==> config.mk <==
export PLATFORM = sky130hd
export DESIGN_NAME = rate_search_ctrl
export DESIGN_NICKNAME = d
export VERILOG_FILES = /design/src/rtl/rsc_pkg.sv /design/src/rtl/rsc_mode_decode.sv /design/src/rtl/rsc_dwell_timer.sv /design/src/rtl/rsc_rate_stepper.sv /design/src/rtl/rate_search_ctrl.sv
export SDC_FILE = /design/constraint.sdc
export NUM_CORES = 1
export LEC_CHECK = 0
export ABC_AREA = 0
export CORE_UTILIZATION = 46
export CTS_CLUSTER_DIAMETER = 150
export CTS_CLUSTER_SIZE = 8
export DETAILED_ROUTE_END_ITERATION = 6
export PLACE_DENSITY_LB_ADDON = 0.15
export SLEW_MARGIN = 20
export SYNTH_ARGS = -nofsm -noshare
export SYNTH_HDL_FRONTEND = slang
export SYNTH_SLANG_ARGS = --single-unit
==> constraint.sdc <==
create_clock -name clk -period 1.7 [get_ports clk]
set_clock_uncertainty 0.1 [all_clocks]
set_input_delay 0.34 -clock clk [delete_from_list [all_inputs] [get_ports clk]]
set_output_delay 0.34 -clock clk [all_outputs]
set_load 0.01 [all_outputs]
==> src/rtl/rsc_pkg.sv <==
package rsc_pkg;

    // Action chosen for the current cycle from mode, data and lock inputs.
    typedef enum logic [1:0] {
        ACT_LOAD   = 2'd0,  // fixed mode: take the user index
        ACT_HOLD   = 2'd1,  // frozen: no data or locked
        ACT_SEARCH = 2'd2   // data present, not locked: count dwell, step
    } rsc_action_e;

endpackage

==> src/rtl/rsc_mode_decode.sv <==
module rsc_mode_decode
    import rsc_pkg::*;
(
    input  logic        auto_mode,
    input  logic        data_valid,
    input  logic        locked,
    output rsc_action_e action
);

    always_comb begin
        if (!auto_mode) begin
            action = ACT_LOAD;
        end else if (!data_valid || locked) begin
            action = ACT_HOLD;
        end else begin
            action = ACT_SEARCH;
        end
    end

endmodule

==> src/rtl/rsc_dwell_timer.sv <==
module rsc_dwell_timer
    import rsc_pkg::*;
#(
    parameter int DWELL_CYCLES = 1024
) (
    input  logic        clk,
    input  logic        rst_n,
    input  rsc_action_e action,
    output logic        expire
);

    localparam int CNT_W = $clog2(DWELL_CYCLES + 1);
    localparam logic [CNT_W-1:0] CNT_LAST = CNT_W'(DWELL_CYCLES - 1);

    typedef struct packed {
        logic [CNT_W-1:0] cnt;
    } timer_state_t;

    timer_state_t st_d, st_q;

    always_comb begin
        st_d   = st_q;
        expire = 1'b0;
        if (action == ACT_SEARCH) begin
            if (st_q.cnt == CNT_LAST) begin
                expire   = 1'b1;
                st_d.cnt = '0;
            end else begin
                st_d.cnt = st_q.cnt + 1'b1;
            end
        end else begin
            // Any break in the search restarts the dwell window.
            st_d.cnt = '0;
        end
    end

    always_ff @(posedge clk or negedge rst_n) begin
        if (!rst_n) begin
            st_q <= '0;
        end else begin
            st_q <= st_d;
        end
    end

    // the count never passes the end of the dwell window.
    p_cnt_bound_r4: assert property (@(posedge clk) disable iff (!rst_n)
        st_q.cnt <= CNT_LAST);

    // a frozen cycle leaves a fresh window behind it.
    p_cnt_clear_r6: assert property (@(posedge clk) disable iff (!rst_n)
        (action != ACT_SEARCH) |=> (st_q.cnt == '0));

endmodule

==> src/rtl/rsc_rate_stepper.sv <==
module rsc_rate_stepper
    import rsc_pkg::*;
#(
    parameter int NUM_STATES = 5,
    parameter int IDX_W      = 3
) (
    input  logic             clk,
    input  logic             rst_n,
    input  rsc_action_e      action,
    input  logic             expire,
    input  logic [IDX_W-1:0] manual_idx,
    output logic [IDX_W-1:0] rate_idx,
    output logic             sweep_strobe
);

    localparam logic [IDX_W-1:0] IDX_LAST = IDX_W'(NUM_STATES - 1);

    typedef struct packed {
        logic [IDX_W-1:0] idx;
        logic             strobe;
    } step_state_t;

    step_state_t st_d, st_q;

    always_comb begin
        st_d        = st_q;
        st_d.strobe = 1'b0;
        unique case (action)
            ACT_LOAD: begin
                if (manual_idx <= IDX_LAST) begin
                    st_d.idx = manual_idx;
                end
            end
            ACT_SEARCH: begin
                if (expire) begin
                    if (st_q.idx == IDX_LAST) begin
                        st_d.idx    = '0;
                        st_d.strobe = 1'b1;
                    end else begin
                        st_d.idx = st_q.idx + 1'b1;
                    end
                end
            end
            default: begin
                // ACT_HOLD: the index stays as it is
            end
        endcase
    end

    always_ff @(posedge clk or negedge rst_n) begin
        if (!rst_n) begin
            st_q <= '0;
        end else begin
            st_q <= st_d;
        end
    end

    assign rate_idx     = st_q.idx;
    assign sweep_strobe = st_q.strobe;

    p_idx_range_r9: assert property (@(posedge clk) disable iff (!rst_n)
        st_q.idx <= IDX_LAST);

    p_manual_take_r2: assert property (@(posedge clk) disable iff (!rst_n)
        (action == ACT_LOAD && manual_idx <= IDX_LAST)
            |=> (st_q.idx == $past(manual_idx)));

    p_manual_ignore_r3: assert property (@(posedge clk) disable iff (!rst_n)
        (action == ACT_LOAD && manual_idx > IDX_LAST) |=> $stable(st_q.idx));

    p_hold_frozen_r7: assert property (@(posedge clk) disable iff (!rst_n)
        (action == ACT_HOLD) |=> $stable(st_q.idx));

    p_no_early_step_r4: assert property (@(posedge clk) disable iff (!rst_n)
        (action == ACT_SEARCH && !expire) |=> $stable(st_q.idx));

    p_strobe_wrap_r5: assert property (@(posedge clk) disable iff (!rst_n)
        st_q.strobe |-> (st_q.idx == '0 && $past(st_q.idx) == IDX_LAST));

endmodule

==> src/rtl/rate_search_ctrl.sv <==
module rate_search_ctrl
    import rsc_pkg::*;
#(
    parameter int NUM_STATES   = 5,
    parameter int DWELL_CYCLES = 1024,
    parameter int IDX_W        = (NUM_STATES > 1) ? $clog2(NUM_STATES) : 1
) (
    input  logic             clk,
    input  logic             rst_n,
    input  logic             auto_mode,
    input  logic             data_valid,
    input  logic             locked,
    input  logic [IDX_W-1:0] manual_idx,
    output logic [IDX_W-1:0] rate_idx,
    output logic             sweep_strobe
);

    rsc_action_e action;
    logic        expire;

    rsc_mode_decode u_decode (
        .auto_mode  (auto_mode),
        .data_valid (data_valid),
        .locked     (locked),
        .action     (action)
    );

    rsc_dwell_timer #(
        .DWELL_CYCLES (DWELL_CYCLES)
    ) u_timer (
        .clk    (clk),
        .rst_n  (rst_n),
        .action (action),
        .expire (expire)
    );

    rsc_rate_stepper #(
        .NUM_STATES (NUM_STATES),
        .IDX_W      (IDX_W)
    ) u_stepper (
        .clk          (clk),
        .rst_n        (rst_n),
        .action       (action),
        .expire       (expire),
        .manual_idx   (manual_idx),
        .rate_idx     (rate_idx),
        .sweep_strobe (sweep_strobe)
    );

    // loss of data in search mode keeps the index.
    p_nodata_freeze_r6: assert property (@(posedge clk) disable iff (!rst_n)
        (auto_mode && !data_valid) |=> $stable(rate_idx));

    // leaving lock with data present does not reset the index.
    p_unlock_keep_r8: assert property (@(posedge clk) disable iff (!rst_n)
        (auto_mode && data_valid && $fell(locked)) |=> $stable(rate_idx));

endmodule

==> flow_metrics.env, run 1 <==
export IMPL_h_tree_levels=1
export IMPL_critical_path_top_delay_family="buffers and inverters"
export IMPL_type_of_the_worst_setup_path="register to output port"
export IMPL_start_kind="register"
export IMPL_globalplace_congestion=0.786
export IMPL_layout_drive_gt1_share_pct=17.3
export IMPL_grt_first_pass_wirelength_um=2540
export IMPL_cts_path_max_buffers=2
export IMPL_synth_area_leaders="dfrtp_1, nor2_1, xnor2_1"
export IMPL_async_set_or_reset_flop_fraction_in_the_synthesized_netlist_pct=100
export IMPL_max_stage_delay_ps=550
export IMPL_use_met1_pct=21.3
export IMPL_route_vias_total=634
export IMPL_total_die_area_um2=1880
export IMPL_rows=14
export IMPL_synth_ff_latch_count=15
export IMPL_grt_util_all_layers_pct=18.6
export IMPL_hold_buffers=0
export IMPL_fp_coreArea_um2=1560
export IMPL_fmax_mhz=610
export IMPL_clock_latency_ps=280
export IMPL_num_io_pins=12
export IMPL_transition_time_at_the_pin_with_the_least_slew_margin_ps=211
export IMPL_clock_tree_root_cell="clkbuf_4"
export IMPL_grt_ovf=0
export IMPL_final_cell_count_no_fill=120
export IMPL_critical_path_slowest_cell="clkdlybuf4s50_1"
export IMPL_placedCellCount=116
export IMPL_seq_area_frac_synth_pct=47.6
export IMPL_synthDominantCellAreaShare_pct=47.6
export IMPL_syn_area_um2=788
export IMPL_p_leak_nw=0.429
export IMPL_violations="design-rule violations"
export IMPL_final_design_area_no_fill_um2=1010
export IMPL_rsz_0062_raised_after_global_routing="false"
export IMPL_edff_count_synth=0
export IMPL_total_number_of_cells_along_the_worst_setup_path=1
export IMPL_routedWlPerCell_um=12.1
export IMPL_synth_warnings=0
export IMPL_run_status="complete, but fails checks"
export IMPL_use_met3_pct=6.25
export IMPL_routed_wl_um=1450
export IMPL_cts_sinks=15
export IMPL_slew_viol_final=0
export IMPL_worstPathMaxFanout=3
export IMPL_floorplan_initialDensity_pct=50.6
export IMPL_antennaDiodeCount=0
export IMPL_post_cts_repair_setup_buffers=0
export IMPL_cts_buffers_inserted=3
export IMPL_timing_critical_path_required_ps=1260
export IMPL_pin_count_of_the_biggest_net_entering_global_routing=16
export IMPL_placedInstanceArea_um2=986
export IMPL_detail_route_iter0_violations=10
export IMPL_critical_path_arrival_ps=1200
export IMPL_net_count_synth=91
export IMPL_grt_pass1_vias=628
export IMPL_layout_nets=116
export IMPL_tritoncts="yes"
export IMPL_synthesis_instances=80
export IMPL_synth_flop_cell="dfrtp_1"
export IMPL_port_buffers=11
export IMPL_hold_path_class="primary input to asynchronous set/reset pin"
export IMPL_fp_dieW_um=43.4
export IMPL_power_density_nw_per_um2=677
export IMPL_drt_drc_violations_left=4
export IMPL_irDropWorstVdd_uv=446
export IMPL_areaGrowthSynthToFinish_pct=28.6
export IMPL_die_height_um=43.4
export IMPL_critical_path_buf_inv_count=1
export IMPL_final_min_period_over_clock_period_pct=96.4
export IMPL_synth_top_area_cell="dfrtp_1"
export IMPL_cell_chain_critical_path="clkdlybuf4s50_1"
export IMPL_grt_antenna_before_repair=0
export IMPL_vias_per_cell=5.28
export IMPL_worstSetupEndpointType="output port"
export IMPL_detailedPlacementHpwl_um=1160
export IMPL_timing_final_setup_violations=0
export IMPL_drt_pre_antenna_iters=6
export IMPL_reg2regPathDepth=5
export IMPL_final_hold_violation_count=0
export IMPL_finalWorstPathRequiredPeriod_ps=1640
export IMPL_drv_cap=0
export IMPL_syn_avg_cell_area_um2=9.85
export IMPL_met2_usage_pct=33.6
export IMPL_yosysUniqueCellTypes=26
export IMPL_post_cts_clock_slew_at_the_launch_and_capture_registers_of_the_worst_setup_and_hold_paths_ps=80
export IMPL_fillCellCount=130
export IMPL_maxSlewHeadroom_pct=85.8
export IMPL_grt_busiest_layer="met2"
export IMPL_ant_nets=0
-- registers in the layout, indices dropped and copies added, names as in the netlist --
name and flops:
u_timer.st_q 11, u_stepper.rate_idx 3, u_stepper.sweep_strobe 1
-- where the power goes --
group / internal [mW] / switching [mW]
Clock: 0.0910 / 0.101
Sequential: 0.368 / 0.0113
Combinational: 0.0580 / 0.0571
Total: 0.517 / 0.169
-- cell usage after synthesis (all sizes together) (2+ instances only) --
cell and n:
a21oi 4, dfrtp 15, ha 3, inv 4, nand2 5, nand3 7, nor2 14, nor3 5
o21ai 3, xnor2 6, xor2 2
-- worst paths after layout --
check	from	to	slack (ps)
min in group clk	u_timer.st_q[10]	u_timer.st_q[10]	430
max reg2reg	u_timer.st_q[0]	u_stepper.rate_idx[0]	130
min	rst_n	u_stepper.sweep_strobe	270
max	u_stepper.rate_idx[2]	rate_idx[2]	60
min reg2reg	u_timer.st_q[10]	u_timer.st_q[10]	430
max in group asynchronous	rst_n	u_timer.st_q[8]	1060
-- cell type report --
type | instances | area (µm²) | area share [%]
Clock buffer | 4 | 26.3 | 2.59
Timing Repair Buffer | 20 | 179 | 17.7
Inverter | 4 | 15.0 | 1.48
Tap cell | 16 | 20.0 | 1.98
Sequential cell | 15 | 375 | 37.0
Multi-Input combinational cell | 61 | 398 | 39.3
-- per-layer routing --
layer  share of wire, %  up-vias  wire length [µm]
met3                2.9        2                42
met5                  0        -                 0
met4               0.55        0                 8
met2                 51        7               739
met1                 45      298               659
li1                   -      327                 -
-- repair_timing --
action / CTS / global route
setup endpoints to repair: 1 / 1
gates resized for setup: 1 / 1
hold endpoints to repair: 0 / 0
pin swaps: 0 / 0
-- cell usage in the layout, fill, tap and decap left out, drive strengths merged --
master and instances:
nand4b 1, o311a 1, nand3 7, nor3 5
xnor2 6, buf 9, and3 1, a21oi 4
xor2 2, or3 1, dfrtp 15, o211ai 1
clkdlybuf4s50 9, clkbuf 4, nor4 1, dlygate4sd2 1
ha 3, inv 4, or4 1, and3b 1
o21ai 3, dlymetal6s2s 1, o21a 1, nand2 5
a211o 1, nor2 14, nand4 1, nand3b 1
-- through the flow --
| step | util (%) | hold slack (ps) | power (mW) | worst slack, ps | setup TNS [ps] |
|---|---|---|---|---|---|
| 2_1_floorplan | - | -55.6 | 0.440 | 53.1 | 0 |
| 6_report | 65.0 | 273 | 0.686 | 60.5 | 0 |
| 5_1_grt | 65.0 | 309 | 0.725 | 18.3 | 0 |
| 3_3_place_gp | 63.2 | 410 | 0.506 | -48.2 | -118 |
| 4_1_cts | 64.8 | 276 | 0.697 | 28.1 | 0 |
| 3_5_place_dp | 63.2 | 418 | 0.508 | -105 | -273 |
-- cell families (layout without fill, tap and decap cells) --
family,after synthesis,after routing,synth area share [%]
buffers and inverters,4,28,1.90
flip-flops,15,15,47.6
XOR/XNOR,8,8,8.89
adder cells (fa/ha/maj),3,3,4.76
AO/OA/AOI/OAI,11,11,9.36
AND/OR/NAND/NOR,39,39,27.5
No activity file was read; power rests on OpenSTA's default activity.
==> run 2, diff against run 1 <==
--- a/config.mk
+++ b/config.mk
@@ -6,6 +6,7 @@
 export NUM_CORES = 1
 export LEC_CHECK = 0
 export ABC_AREA = 0
+export CORE_MARGIN = 2
 export CORE_UTILIZATION = 46
 export CTS_CLUSTER_DIAMETER = 150
 export CTS_CLUSTER_SIZE = 8
==> flow_metrics.env, run 2 (synthesis results as in run 1) <==
export IMPL_detailedPlacementHpwl_um=1340
export IMPL_detail_route_iter0_violations=4
export IMPL_use_met3_pct=6.75
export IMPL_placedCellCount=117
export IMPL_grt_first_pass_wirelength_um=2810
export IMPL_clock_tree_root_cell="clkbuf_4"
export IMPL_worstSetupEndpointType="output port"
export IMPL_rsz_0062_raised_after_global_routing="false"
export IMPL_maxSlewHeadroom_pct=81.4
export IMPL_vias_per_cell=5.43
export IMPL_total_number_of_cells_along_the_worst_setup_path=1
export IMPL_cts_path_max_buffers=2
export IMPL_fp_coreArea_um2=1560
export IMPL_power_density_nw_per_um2=677
export IMPL_fp_dieW_um=45.4
export IMPL_combinationalPowerShare_pct=18.9
export IMPL_fmax_mhz=615
export IMPL_grt_ovf=0
export IMPL_routed_wl_um=1640
export IMPL_ant_nets=0
export IMPL_r2r_setup_slack_ps=80
export IMPL_slew_viol_final=0
export IMPL_floorplan_initialDensity_pct=50.6
export IMPL_grt_util_all_layers_pct=19.7
export IMPL_fillCellCount=137
export IMPL_post_cts_clock_slew_at_the_launch_and_capture_registers_of_the_worst_setup_and_hold_paths_ps=80
export IMPL_layout_drive_gt1_share_pct=18.9
export IMPL_max_stage_delay_ps=540
export IMPL_type_of_the_worst_setup_path="register to output port"
export IMPL_hold_buffers=0
export IMPL_met2_usage_pct=36.3
export IMPL_critical_path_top_delay_family="buffers and inverters"
export IMPL_start_kind="register"
export IMPL_drt_drc_violations_left=0
export IMPL_drv_cap=0
export IMPL_irDropWorstVdd_uv=517
export IMPL_final_min_period_over_clock_period_pct=95.7
export IMPL_pin_count_of_the_biggest_net_entering_global_routing=16
export IMPL_globalplace_congestion=0.809
export IMPL_timing_final_setup_violations=0
export IMPL_finalWorstPathRequiredPeriod_ps=1630
export IMPL_cell_chain_critical_path="clkdlybuf4s50_1"
export IMPL_timing_critical_path_required_ps=1260
export IMPL_r2r_start="u_timer.st_q[0]"
export IMPL_timing_critical_path_to="rate_idx[2]"
export IMPL_critical_path_buf_inv_count=1
export IMPL_num_io_pins=12
export IMPL_final_cell_count_no_fill=122
export IMPL_swShare_pct=24.9
export IMPL_pwr_share_clk_pct=27.4
export IMPL_rows=14
export IMPL_grt_antenna_before_repair=0
export IMPL_worstSetupStartpoint="u_stepper.rate_idx[2]"
export IMPL_mostFrequentLayoutCell="dfrtp_1"
export IMPL_areaGrowthSynthToFinish_pct=31.7
export IMPL_grt_busiest_layer="met2"
export IMPL_critical_path_slowest_cell="clkdlybuf4s50_1"
export IMPL_layout_cells_most_common_list="dfrtp_1, nor2_1, buf_4"
export IMPL_clock_latency_ps=280
export IMPL_cell_internal_pwr_uw=528
export IMPL_r2r_end="u_stepper.rate_idx[0]"
export IMPL_routedWlPerCell_um=13.4
export IMPL_use_met1_pct=19.0
export IMPL_p_leak_nw=0.439
export IMPL_critical_path_arrival_ps=1190
export IMPL_p_sw_uw=175
export IMPL_cts_buffers_inserted=3
export IMPL_run_status="completed"
export IMPL_top_register="u_timer.st_q"
export IMPL_antennaDiodeCount=0
export IMPL_final_hold_violation_count=0
export IMPL_cts_sinks=15
export IMPL_hold_path_class="primary input to asynchronous set/reset pin"
export IMPL_worstPathMaxFanout=3
export IMPL_layout_nets=118
export IMPL_share_seq_of_total_power_pct=53.7
export IMPL_transition_time_at_the_pin_with_the_least_slew_margin_ps=278
export IMPL_port_buffers=11
export IMPL_h_tree_levels=1
export IMPL_tritoncts="yes"
export IMPL_die_height_um=45.4
export IMPL_grt_pass1_vias=673
export IMPL_largest_register_ff_count=11
export IMPL_hold_slack_final_ps=263
export IMPL_route_vias_total=662
export IMPL_drt_pre_antenna_iters=3
export IMPL_reg2regPathDepth=5
export IMPL_total_die_area_um2=2060
## run 2: power by group through the flow
stage	clock network, mW	logic (mW)	registers [mW]
2_1_floorplan	0	0.0491	0.391
3_3_place_gp	0	0.118	0.388
3_5_place_dp	0	0.123	0.389
4_1_cts	0.201	0.135	0.378
5_1_grt	0.212	0.145	0.379
6_report	0.193	0.133	0.378
## run 2: how the worst min path moves through the flow
stage	cells past startpoint	to	start	slack [ps]
4_1_cts	2	u_timer.st_q[4]	rst_n	260
3_5_place_dp	1	u_timer.st_q[10]	u_timer.st_q[10]	430
5_1_grt	2	u_timer.st_q[1]	rst_n	300
2_1_floorplan	0	u_stepper.rate_idx[0]	rst_n	-60
6_report	2	u_timer.st_q[4]	rst_n	260
3_3_place_gp	1	u_timer.st_q[10]	u_timer.st_q[10]	410
## run 2: metrics by stage
stage	setup slack [ps]	total power, mW	TNS, ps	area, µm²	util, %
6_report	73.3	0.703	0	1040	66.6
5_1_grt	14.7	0.737	0	1040	66.6
4_1_cts	6.60	0.714	0	1030	65.9
3_5_place_dp	-35.8	0.512	-84.0	993	63.7
3_3_place_gp	-16.3	0.506	-20.9	993	63.7
2_1_floorplan	53.1	0.440	0	788	-
## run 2: repair_timing
item	4_1_cts	5_1_grt
resized for setup	0	2
endpoints found under the setup margin	1	2
buffers inserted	1	0
## run 2: metal layers
| metal | share of wire, % | routed length (µm) |
|---|---|---|
| met3 | 3.0 | 49 |
| met5 | 0 | 0 |
| met1 | 39 | 633 |
| met4 | 3.0 | 49 |
| met2 | 55 | 907 |
## run 2: worst reg2reg max path, cell delays in order, from the launching register on
cell and delay (ps):
dfrtp_1 380, ha_1 190, nand2_1 90, or4_4 550, nand2_8 130, o211ai_2 80
## run 2: cell type report
| type | instances | area, µm² | area share (%) |
|---|---|---|---|
| Tap cell | 16 | 20.0 | 1.93 |
| Timing Repair Buffer | 22 | 195 | 18.8 |
| Multi-Input combinational cell | 61 | 407 | 39.2 |
| Clock buffer | 4 | 26.3 | 2.53 |
| Sequential cell | 15 | 375 | 36.1 |
| Inverter | 4 | 15.0 | 1.45 |
